### src/rtl/rf_pwr_pkg.sv
package rf_pwr_pkg;

  typedef enum logic [3:0] {
    ST_OFF,
    ST_OSC_UP,
    ST_HOLD,
    ST_IDLE,
    ST_SLEEP,
    ST_WAKE,
    ST_TX_SYN,
    ST_TX_SYNC,
    ST_TX_ON,
    ST_TX_GAP,
    ST_RX_SYN,
    ST_RX_ON
  } seq_st_e;

  typedef struct packed {
    logic synth;
    logic tx;
    logic pa;
    logic rx;
  } path_pwr_t;

endpackage

### src/rtl/rf_dly_cnt.sv
module rf_dly_cnt #(
  parameter int W = 4
) (
  input  logic         clk,
  input  logic         rst,
  input  logic         load,
  input  logic [W-1:0] load_val,
  output logic         expired
);

  logic [W-1:0] cnt;

  always_ff @(posedge clk) begin
    if (rst) begin
      cnt <= '0;
    end else if (load) begin
      cnt <= load_val;
    end else if (cnt != '0) begin
      cnt <= cnt - 1'b1;
    end
  end

  assign expired = (cnt == '0);

  // timed delays of R6/R8/R9/R10 rely on one step per cycle
  assert_cnt_step_R6: assert property (@(posedge clk) disable iff (rst)
    (!load && cnt != '0) |=> (cnt == $past(cnt) - 1'b1));

endmodule

### src/rtl/rf_rise_det.sv
module rf_rise_det (
  input  logic clk,
  input  logic rst,
  input  logic din,
  output logic rise
);

  logic din_q;

  always_ff @(posedge clk) begin
    if (rst) din_q <= 1'b0;
    else     din_q <= din;
  end

  assign rise = din & ~din_q;

endmodule

### src/rtl/rf_pwr_dec.sv
module rf_pwr_dec
  import rf_pwr_pkg::*;
(
  input  seq_st_e   st,
  input  path_pwr_t held,
  output logic      clr,
  output logic      osc,
  output path_pwr_t path
);

  always_comb begin
    clr  = 1'b1;
    osc  = 1'b1;
    path = '0;
    case (st)
      ST_OFF: begin
        clr = 1'b0;
        osc = 1'b0;
      end
      ST_SLEEP: begin
        osc  = 1'b0;
        path = held;
      end
      ST_WAKE:    path = held;
      ST_TX_SYN:  path.synth = 1'b1;
      ST_TX_SYNC: begin
        path.synth = 1'b1;
        path.tx    = 1'b1;
      end
      ST_TX_ON: begin
        path.synth = 1'b1;
        path.tx    = 1'b1;
        path.pa    = 1'b1;
      end
      ST_TX_GAP: begin
        path.synth = 1'b1;
        path.tx    = 1'b1;
      end
      ST_RX_SYN:  path.synth = 1'b1;
      ST_RX_ON: begin
        path.synth = 1'b1;
        path.rx    = 1'b1;
      end
      default: ;
    endcase
  end

endmodule

### src/rtl/rf_pwr_seq.sv
module rf_pwr_seq
  import rf_pwr_pkg::*;
#(
  parameter int HOLD_CYC   = 16,
  parameter int SYNTH_CYC  = 12000,
  parameter int GAP_CYC    = 100,
  parameter int RX_DLY_CYC = 17500,
  parameter int SYNCW_CYC  = 7200
) (
  input  logic clk,
  input  logic rst,
  input  logic osc_ok,
  input  logic wr_stb,
  input  logic wr_tx,
  input  logic wr_rx,
  input  logic wr_sleep,
  input  logic bb_data,
  input  logic pkt_mark,
  output logic clr_rel,
  output logic osc_on,
  output logic synth_on,
  output logic tx_on,
  output logic pa_on,
  output logic rx_on,
  output logic dc_payload,
  output logic err_both
);

  localparam int MAX_A = (HOLD_CYC > SYNTH_CYC) ? HOLD_CYC : SYNTH_CYC;
  localparam int MAX_B = (GAP_CYC > RX_DLY_CYC) ? GAP_CYC : RX_DLY_CYC;
  localparam int MAX_C = (MAX_A > MAX_B) ? MAX_A : MAX_B;
  localparam int MAX_D = (MAX_C > SYNCW_CYC) ? MAX_C : SYNCW_CYC;
  localparam int CW    = $clog2(MAX_D + 1);

  localparam logic [CW-1:0] LD_HOLD  = CW'(HOLD_CYC - 1);
  localparam logic [CW-1:0] LD_SYNTH = CW'(SYNTH_CYC - 1);
  localparam logic [CW-1:0] LD_GAP   = CW'(GAP_CYC - 1);
  localparam logic [CW-1:0] LD_RXDLY = CW'(RX_DLY_CYC - 1);
  localparam logic [CW-1:0] LD_SYNCW = CW'(SYNCW_CYC - 1);

  seq_st_e   state, nxt;
  path_pwr_t held, held_n, path_n;
  logic      clr_n, osc_n, dc_n;
  logic      cnt_done, bb_rise;
  logic      cnt_load;
  logic [CW-1:0] cnt_val;

  logic wr_bad, wr_ok, wr_go_sleep;
  assign wr_bad      = wr_stb & wr_tx & wr_rx;
  assign wr_ok       = wr_stb & ~wr_bad;
  assign wr_go_sleep = wr_ok & wr_sleep;

  rf_dly_cnt #(.W(CW)) u_dly (
    .clk      (clk),
    .rst      (rst),
    .load     (cnt_load),
    .load_val (cnt_val),
    .expired  (cnt_done)
  );

  rf_rise_det u_rise (
    .clk  (clk),
    .rst  (rst),
    .din  (bb_data),
    .rise (bb_rise)
  );

  // next state: writes outrank timers and data edges
  always_comb begin
    nxt = state;
    case (state)
      ST_OFF:    nxt = ST_OSC_UP;
      ST_OSC_UP: if (osc_ok) nxt = ST_HOLD;
      ST_HOLD:   if (cnt_done) nxt = ST_IDLE;
      ST_IDLE: begin
        if (wr_go_sleep)        nxt = ST_SLEEP;
        else if (wr_ok && wr_tx) nxt = ST_TX_SYN;
        else if (wr_ok && wr_rx) nxt = ST_RX_SYN;
      end
      ST_SLEEP:  if (wr_ok && !wr_sleep) nxt = ST_WAKE;
      ST_WAKE:   if (osc_ok) nxt = ST_IDLE;
      ST_TX_SYN: begin
        if (wr_go_sleep)          nxt = ST_SLEEP;
        else if (wr_ok && !wr_tx) nxt = ST_IDLE;
        else if (cnt_done)        nxt = ST_TX_SYNC;
      end
      ST_TX_SYNC: begin
        if (wr_go_sleep)          nxt = ST_SLEEP;
        else if (wr_ok && !wr_tx) nxt = ST_IDLE;
        else if (bb_rise)         nxt = ST_TX_ON;
      end
      ST_TX_ON: begin
        if (wr_go_sleep)          nxt = ST_SLEEP;
        else if (wr_ok && !wr_tx) nxt = ST_TX_GAP;
      end
      ST_TX_GAP: begin
        if (wr_go_sleep)   nxt = ST_SLEEP;
        else if (cnt_done) nxt = ST_IDLE;
      end
      ST_RX_SYN: begin
        if (wr_go_sleep)          nxt = ST_SLEEP;
        else if (wr_ok && !wr_rx) nxt = ST_IDLE;
        else if (cnt_done)        nxt = ST_RX_ON;
      end
      ST_RX_ON: begin
        if (wr_go_sleep)          nxt = ST_SLEEP;
        else if (wr_ok && !wr_rx) nxt = ST_IDLE;
      end
      default: nxt = ST_OFF;
    endcase
  end

  // delay reload on every state entry
  always_comb begin
    cnt_load = (nxt != state);
    case (nxt)
      ST_HOLD:   cnt_val = LD_HOLD;
      ST_TX_SYN: cnt_val = LD_SYNTH;
      ST_TX_GAP: cnt_val = LD_GAP;
      ST_RX_SYN: cnt_val = LD_RXDLY;
      ST_RX_ON:  cnt_val = LD_SYNCW;
      default:   cnt_val = '0;
    endcase
  end

  always_comb begin
    if (nxt == ST_SLEEP && state != ST_SLEEP)
      held_n = '{synth: synth_on, tx: tx_on, pa: pa_on, rx: rx_on};
    else
      held_n = held;
  end

  rf_pwr_dec u_dec (
    .st   (nxt),
    .held (held_n),
    .clr  (clr_n),
    .osc  (osc_n),
    .path (path_n)
  );

  assign dc_n = (nxt == ST_RX_ON) && (state == ST_RX_ON) &&
                (dc_payload | pkt_mark | cnt_done);

  always_ff @(posedge clk) begin
    if (rst) begin
      state      <= ST_OFF;
      held       <= '0;
      clr_rel    <= 1'b0;
      osc_on     <= 1'b0;
      synth_on   <= 1'b0;
      tx_on      <= 1'b0;
      pa_on      <= 1'b0;
      rx_on      <= 1'b0;
      dc_payload <= 1'b0;
      err_both   <= 1'b0;
    end else begin
      state      <= nxt;
      held       <= held_n;
      clr_rel    <= clr_n;
      osc_on     <= osc_n;
      synth_on   <= path_n.synth;
      tx_on      <= path_n.tx;
      pa_on      <= path_n.pa;
      rx_on      <= path_n.rx;
      dc_payload <= dc_n;
      err_both   <= err_both | wr_bad;
    end
  end

  assert_reset_off_R1: assert property (@(posedge clk)
    rst |=> (!clr_rel && !osc_on && !synth_on && !pa_on && !err_both));

  assert_sleep_osc_R3: assert property (@(posedge clk) disable iff (rst)
    (state == ST_SLEEP) |-> (!osc_on && clr_rel));

  assert_txrx_excl_R6: assert property (@(posedge clk) disable iff (rst)
    !(tx_on && rx_on));

  assert_pa_needs_tx_R7: assert property (@(posedge clk) disable iff (rst)
    pa_on |-> (tx_on && synth_on));

  assert_pa_first_off_R8: assert property (@(posedge clk) disable iff (rst)
    ($past(state) == ST_TX_ON && $fell(pa_on)) |-> (tx_on && synth_on));

  assert_dc_in_rx_R10: assert property (@(posedge clk) disable iff (rst)
    dc_payload |-> rx_on);

  assert_err_sticky_R12: assert property (@(posedge clk) disable iff (rst)
    err_both |=> err_both);

endmodule

### config.mk
export PLATFORM = sky130hd
export DESIGN_NAME = rf_pwr_seq
export DESIGN_NICKNAME = d
export VERILOG_FILES = /design/src/rtl/rf_pwr_pkg.sv /design/src/rtl/rf_dly_cnt.sv /design/src/rtl/rf_rise_det.sv /design/src/rtl/rf_pwr_dec.sv /design/src/rtl/rf_pwr_seq.sv
export SDC_FILE = /design/constraint.sdc
export NUM_CORES = 1
export LEC_CHECK = 0
export BUFFER_PORTS_ARGS = -buffer_cell sky130_fd_sc_hd__buf_2
export CORE_MARGIN = 3
export CORE_UTILIZATION = 40
export CTS_CLUSTER_SIZE = 25
export DETAILED_ROUTE_END_ITERATION = 8
export GPL_TIMING_DRIVEN = 0
export PLACE_DENSITY_LB_ADDON = 0.25
export SYNTH_ARGS = -nofsm -noshare
export SYNTH_HDL_FRONTEND = slang
export SYNTH_HIERARCHICAL = 1
export SYNTH_SLANG_ARGS = --single-unit
### constraint.sdc
create_clock -name clk -period 3.4 [get_ports clk]
set_clock_uncertainty 0.2 [all_clocks]
set_input_delay 0.68 -clock clk [delete_from_list [all_inputs] [get_ports clk]]
set_output_delay 0.68 -clock clk [all_outputs]
set_load 0.02 [all_outputs]
* Word level (Yosys, flattened, before mapping)
Cells that the tools add are included.
Cells by class: equality and inequality tests 22, divide/modulo/power cells 0, mux-type cells 32, $mul 0, shifts and indexed selects 0, reduce and logical (&&, ||, !) cells 20, order comparisons 0, bitwise logic cells 10, add/subtract/negate cells 1
Operators with widths (count):
- $mux W4 | 22
- $pmux W15 S5 | 1
- $pmux W4 S12 | 1
- $eq A4 B3 Y1 const B | 8
- $eq A4 B4 Y1 const B | 8
- $mux W15 | 2
- $logic_not A15 Y1 | 1
- $reduce_bool A15 Y1 | 1
- $sub A15 B1 Y15 const B | 1
- $eq A4 B2 Y1 const B | 3
- $logic_and A1 B1 Y1 | 8
- $logic_not A4 Y1 | 2
- $pmux W1 S2 | 4
- $reduce_or A6 Y1 | 1
- $and A1 B1 Y1 | 5
- $eq A4 B1 Y1 const B | 1
- $ne A4 B3 Y1 const B | 1
- $ne A4 B4 Y1 | 1
- $reduce_or A2 Y1 | 2
- $logic_not A1 Y1 | 3
- $or A1 B1 Y1 | 3
- $reduce_or A3 Y1 | 1
- $mux W1 | 2
- $not A1 Y1 | 2
- $reduce_bool A2 Y1 | 1
Storage, ports and cells: memories 0, ROM bits 0, word-level logic and storage cells 100, bits in registers 32, output and inout bits 8, memory bits (writable) 0, input port bits 9, bits in latches 0

* Logic depth before layout (Yosys ltp)
word-level depth 13, gate-level depth with buffers 16, depth with buffers taken out 14

* By module
Netlist, hierarchy kept.
By module, submodules not included:
- rf_pwr_seq | area each 1311.3 µm², sequential area each 320.3 µm², instances 1, cells each 166
- rf_dly_cnt | area each 898.4 µm², sequential area each 300.3 µm², instances 1, cells each 102
- rf_pwr_dec | area each 106.4 µm², sequential area each 0.0 µm², instances 1, cells each 15
- rf_rise_det | area each 47.5 µm², sequential area each 20.0 µm², instances 1, cells each 3

* Worst setup path after synthesis
OpenSTA, ideal clock, no wires.
kind register to register, start reg u_dly.cnt[0], end reg u_dly.cnt[5], path buffers 2, cell stages (with the launch flop) 17, period minus slack after synthesis 3.659 ns, library setup time 0.067 ns, data required time 3.133 ns, arrival time 3.392 ns, path slack -0.259 ns, cell sequence dfxtp_1 inv_1 ha_1 or4b_1 nor4_4 nor2_1 a2111oi_0 o21ai_1 a31oi_2 nor3_1 o211ai_1 clkbuf_1 inv_1 nor2_1 clkbuf_1 nand2_1 o21ai_2
Between the ends: elaborated cells on any way between the ends 22, classes of those cells add/sub (1); eq/ne (6); mux (12); reduce/logical (3)
RTL lines:
- start: declaration | RTL line rf_dly_cnt.sv:11 | logic [W-1:0] cnt;
- start signal: assignment | RTL line rf_dly_cnt.sv:17 | cnt <= load_val;
- start signal: assignment | RTL line rf_dly_cnt.sv:19 | cnt <= cnt - 1'b1;
- $logic_not A15 Y1 (*) | RTL line rf_dly_cnt.sv:23 | assign expired = (cnt == '0);
- net cnt_done | RTL line rf_pwr_seq.sv:44 | logic cnt_done, bb_rise;
- $mux W4 (on tied branches) | RTL line rf_pwr_seq.sv:103, rf_pwr_seq.sv:85
- $mux W4 (on tied branches) | RTL line rf_pwr_seq.sv:102, rf_pwr_seq.sv:84
- $mux W4 (on tied branches) | RTL line rf_pwr_seq.sv:101, rf_pwr_seq.sv:83
- $pmux W4 S12 (*) | RTL line rf_pwr_seq.sv:71 | case (state)
- $ne A4 B4 Y1 (*) | RTL line rf_pwr_seq.sv:115 | cnt_load = (nxt != state);
- net cnt_load | RTL line rf_pwr_seq.sv:45 | logic cnt_load;
- $mux W15 / $reduce_bool A2 Y1 (equally long branches)
Mark *: on every way through the listed nets, which the timed path passes. The rest lies on a longest branch. The select of a mux whose other input is x is not followed. A chain may end at the register's enable or synchronous reset.

==> metrics.md <==
| Metric | Value |
|---|---|
| DP Worst Slack | `-627 ps` |
| Power Internal | `1450 uW` |
| Reg2reg start | `u_dly/cnt[0]$_SDFFE_PP0P_` |
| Drc violations | `0` |
| Failing checks | `negative setup slack` |
| Critical path cell sequence | `inv_2 > ha_4 > or4b_4 > nor4_4 > buf_4 > nor2_4 > a2111oi_4 > o21ai_2 > buf_4 > a31oi_4 > nor4_4 > buf_6 > mux2_4 > mux2i_1 > o22ai_1 > nor2b_2` |
| Final Cycle Share | `1.01` |
| Die Y-Extent | `82.9 um` |
| Worst reg2reg setup slack | `-20 ps` |
| Final cell count without fillers | `406` |
| Cells after Synth | `286` |
| Most frequent cells in the layout | `nand2_1, dfxtp_1, buf_4, buf_2, nor2_1` |
| Pin count of the biggest net entering global routing | `12` |
| Setup ws final | `-24.3 ps` |
| Vias in the first global route | `2173` |
| TritonCTS clock tree | `yes` |
| Slew headroom | `0.524` |
| GPL Wtd Cong | `0.910` |
| R2R depth | `16` |
| Combinational power share | `0.668` |
| Worst Setup End Kind | `flop` |
| CTS root buffer | `clkbuf_8` |
| CTS Buffer Depth | `2` |
| Worst-margin pin slew | `707 ps` |
| Initial antenna violation count | `0` |
| Hold wc startpoint | `held[1]$_SDFF_PP0_` |
| H-tree levels | `2` |
| Syn_nets | `296` |
| Number of enable flip-flop cells after synthesis | `0` |
| Most flop-heavy register | `u_dly/cnt` |
| Hold slack | `276 ps` |
| Crit-path max cell delay | `480 ps` |
| WL met3 | `291 um` |
| Placed insts | `373` |
| Sw Pwr | `1160 uW` |
| Nets | `343` |
| Met2 routed WL | `2990 um` |
| Routed WL | `6250 um` |
| CP required | `3360 ps` |
| Critical path's slowest cell | `or4b_4` |
| IO Pins | `17` |
| CTS Hold Bufs | `0` |
| Mapped Area | `0.00236 sq mm` |
| Fin area | `0.00296 sq mm` |
| Number of synthesized register bits | `32` |
| # port buffers | `15` |
| CTS Buf Count | `5` |
| Cell variety after synth | `69` |
| RSZ-0062 raised after global routing | `true` |
| Hold Path Sink | `held[1]$_SDFF_PP0_` |
| Critical R2R Capture | `tx_on$_SDFF_PP0_` |
| Setup_tns | `-45.9 ps` |
| Cell row count | `27` |
| Worst-path maximum fanout | `7` |
| Worst path arrival time | `3380 ps` |
| Max_cap viols | `0` |
| P_leak | `0.00116 uW` |
| Register share of total power | `0.217` |
| Ys async rst share | `0` |
| Met1 WL | `2880 um` |
| Largest registers | `u_dly/cnt (15), held (4), state (4)` |
| Skew-Pair Late Insertion Delay | `290 ps` |
| Hpwl dp | `4040 um` |
| Switching part of the total | `0.443` |
| CP delay by family, top | `simple AND/OR/NAND/NOR gates` |
| Endpoints failing setup | `2` |
| Worst-path clk slew | `70 ps` |
| Chip Width | `82.9 um` |
| Overflow after GRT | `0` |
| Routed Antenna Nets | `0` |
| Hold depth | `2` |
| Status | `finished with violations` |
| Bufs and invs on worst path | `4` |
| First-pass GRT wire length | `10600 um` |
| Sink Count | `32` |
| Starting Density | `0.421` |
| First-pass DRT Iterations | `4` |
| Peak VDD IR | `539 uV` |
| Commonest non-fill, non-tap cell in the layout | `nand2_1` |
| Largest register FFs | `15` |
| Synth Flop Type | `dfxtp_1` |
| Routed wire length per instance | `15.4 um` |
| Max Freq | `292 MHz` |
| PD cells | `881 mW/mm^2` |
| Die area | `0.00687 sq mm` |
| Syn_area_per_cell | `8.26 sq um` |
| Yosys warns | `6` |
| P&R area growth vs syn | `25.3%` |
| All-Layer GR Usage | `0.184` |
| Max-slew violations | `0` |
| Layout cell share with drive strength beyond 1 | `0.350` |
| Vias | `2318` |
| Diode count | `0` |
| Placed Area | `0.00255 sq mm` |
| Final Critical Period | `3420 ps` |
| Clock power frac | `0.115` |
| Crit start category | `flop` |
| Critical path type | `reg -> reg` |
| Register area share after synthesis | `0.271` |
| Final hold violation count | `0` |
| Worst Hold Class | `reg -> reg` |
| Starting DRT DRC Count | `147` |
| Routed vias/inst | `5.71` |
| Top layer in use | `met4` |
| Core Region | `0.00561 sq mm` |
## worst reg2reg max path, cell delays in order, from the launching register on
cell and delay [ps]:
dfxtp_2 330, inv_2 70, ha_4 130, or4b_4 480
nor4_4 160, buf_4 180, nor2_4 50, a2111oi_4 330
o21ai_2 120, buf_4 160, a31oi_4 200, nor4_4 80
buf_6 140, mux2_4 290, mux2i_1 120, o22ai_1 100
nor2b_2 160
## power by group through the flow
stage	sequential [uW]	clock, uW	combinational (uW)
6_report	566	300	1740
5_1_grt	577	329	1880
4_1_cts	562	310	1690
3_5_place_dp	574	0	1390
3_3_place_gp	570	0	1380
2_1_floorplan	560	0	1150
## synth_stat cells (5+ instances only)
| library cell | instances | area share |
|---|---|---|
| a21oi_1 | 12 | 0.025 |
| buf_2 | 5 | 0.011 |
| dfxtp_1 | 32 | 0.27 |
| inv_1 | 8 | 0.013 |
| mux2i_1 | 6 | 0.025 |
| nand2_1 | 31 | 0.049 |
| nand2b_1 | 13 | 0.034 |
| nor2_1 | 22 | 0.035 |
| nor2b_1 | 9 | 0.024 |
| nor3_1 | 16 | 0.034 |
| o21ai_1 | 6 | 0.013 |
| o21ai_2 | 10 | 0.037 |
| xnor2_1 | 9 | 0.033 |
## worst max-delay path by stage
| stage | to | depth (start not counted) | startpoint | slack [ps] |
|---|---|---|---|---|
| 2_1_floorplan | u_dly/cnt[4]$_SDFFE_PP0P_ | 14 | u_dly/cnt[0]$_SDFFE_PP0P_ | -130 |
| 6_report | tx_on$_SDFF_PP0_ | 16 | u_dly/cnt[0]$_SDFFE_PP0P_ | -20 |
| 5_1_grt | tx_on$_SDFF_PP0_ | 16 | u_dly/cnt[0]$_SDFFE_PP0P_ | -150 |
| 3_3_place_gp | tx_on$_SDFF_PP0_ | 13 | u_dly/cnt[1]$_SDFFE_PP0P_ | -670 |
| 3_5_place_dp | tx_on$_SDFF_PP0_ | 13 | u_dly/cnt[1]$_SDFFE_PP0P_ | -630 |
| 4_1_cts | tx_on$_SDFF_PP0_ | 16 | u_dly/cnt[0]$_SDFFE_PP0P_ | -10 |
## area by class of cell
| type | instances | area (sq um) |
|---|---|---|
| fillers | 535 | 2650 |
| multi-input cells | 228 | 1670 |
| flip-flops and latches | 32 | 652 |
| repair buffers | 41 | 302 |
| plain buffers | 14 | 113 |
| clock buffers | 8 | 90.1 |
| well taps | 72 | 90.1 |
| inverters | 11 | 41.3 |
## per-stage QoR
step	utilization	total power (uW)
2_1_floorplan	-	1710
3_3_place_gp	0.455	1950
3_5_place_dp	0.455	1960
4_1_cts	0.518	2560
5_1_grt	0.528	2790
6_report	0.528	2610
## routing by layer
metal | vias up | global-route usage
li1 | 1126 | -
met1 | 1108 | 0.246
met2 | 73 | 0.300
met3 | 11 | 0.0337
met4 | 0 | 0.0565
met5 | - | 0
## kinds of logic (layout without fill, tap and decap cells)
group | after synthesis | after routing | share of synthesized area
buffers and inverters | 26 | 74 | 0.0635
multiplexers | 10 | 10 | 0.0508
AO/OA/AOI/OAI | 65 | 65 | 0.210
AND/OR/NAND/NOR | 138 | 138 | 0.350
adder cells (fa/ha/maj) | 1 | 1 | 0.00529
flip-flops | 32 | 32 | 0.271
other | 1 | 1 | 0.00159
XOR/XNOR | 13 | 13 | 0.0482
## timing repair
action | CTS | global route
gates cloned | 2 | 0
buffers inserted | 21 | 3
setup endpoints to repair | 26 | 20
gates resized for setup | 21 | 13
pin swaps | 11 | 1
Note: power is estimated with default switching activity, not from simulation.
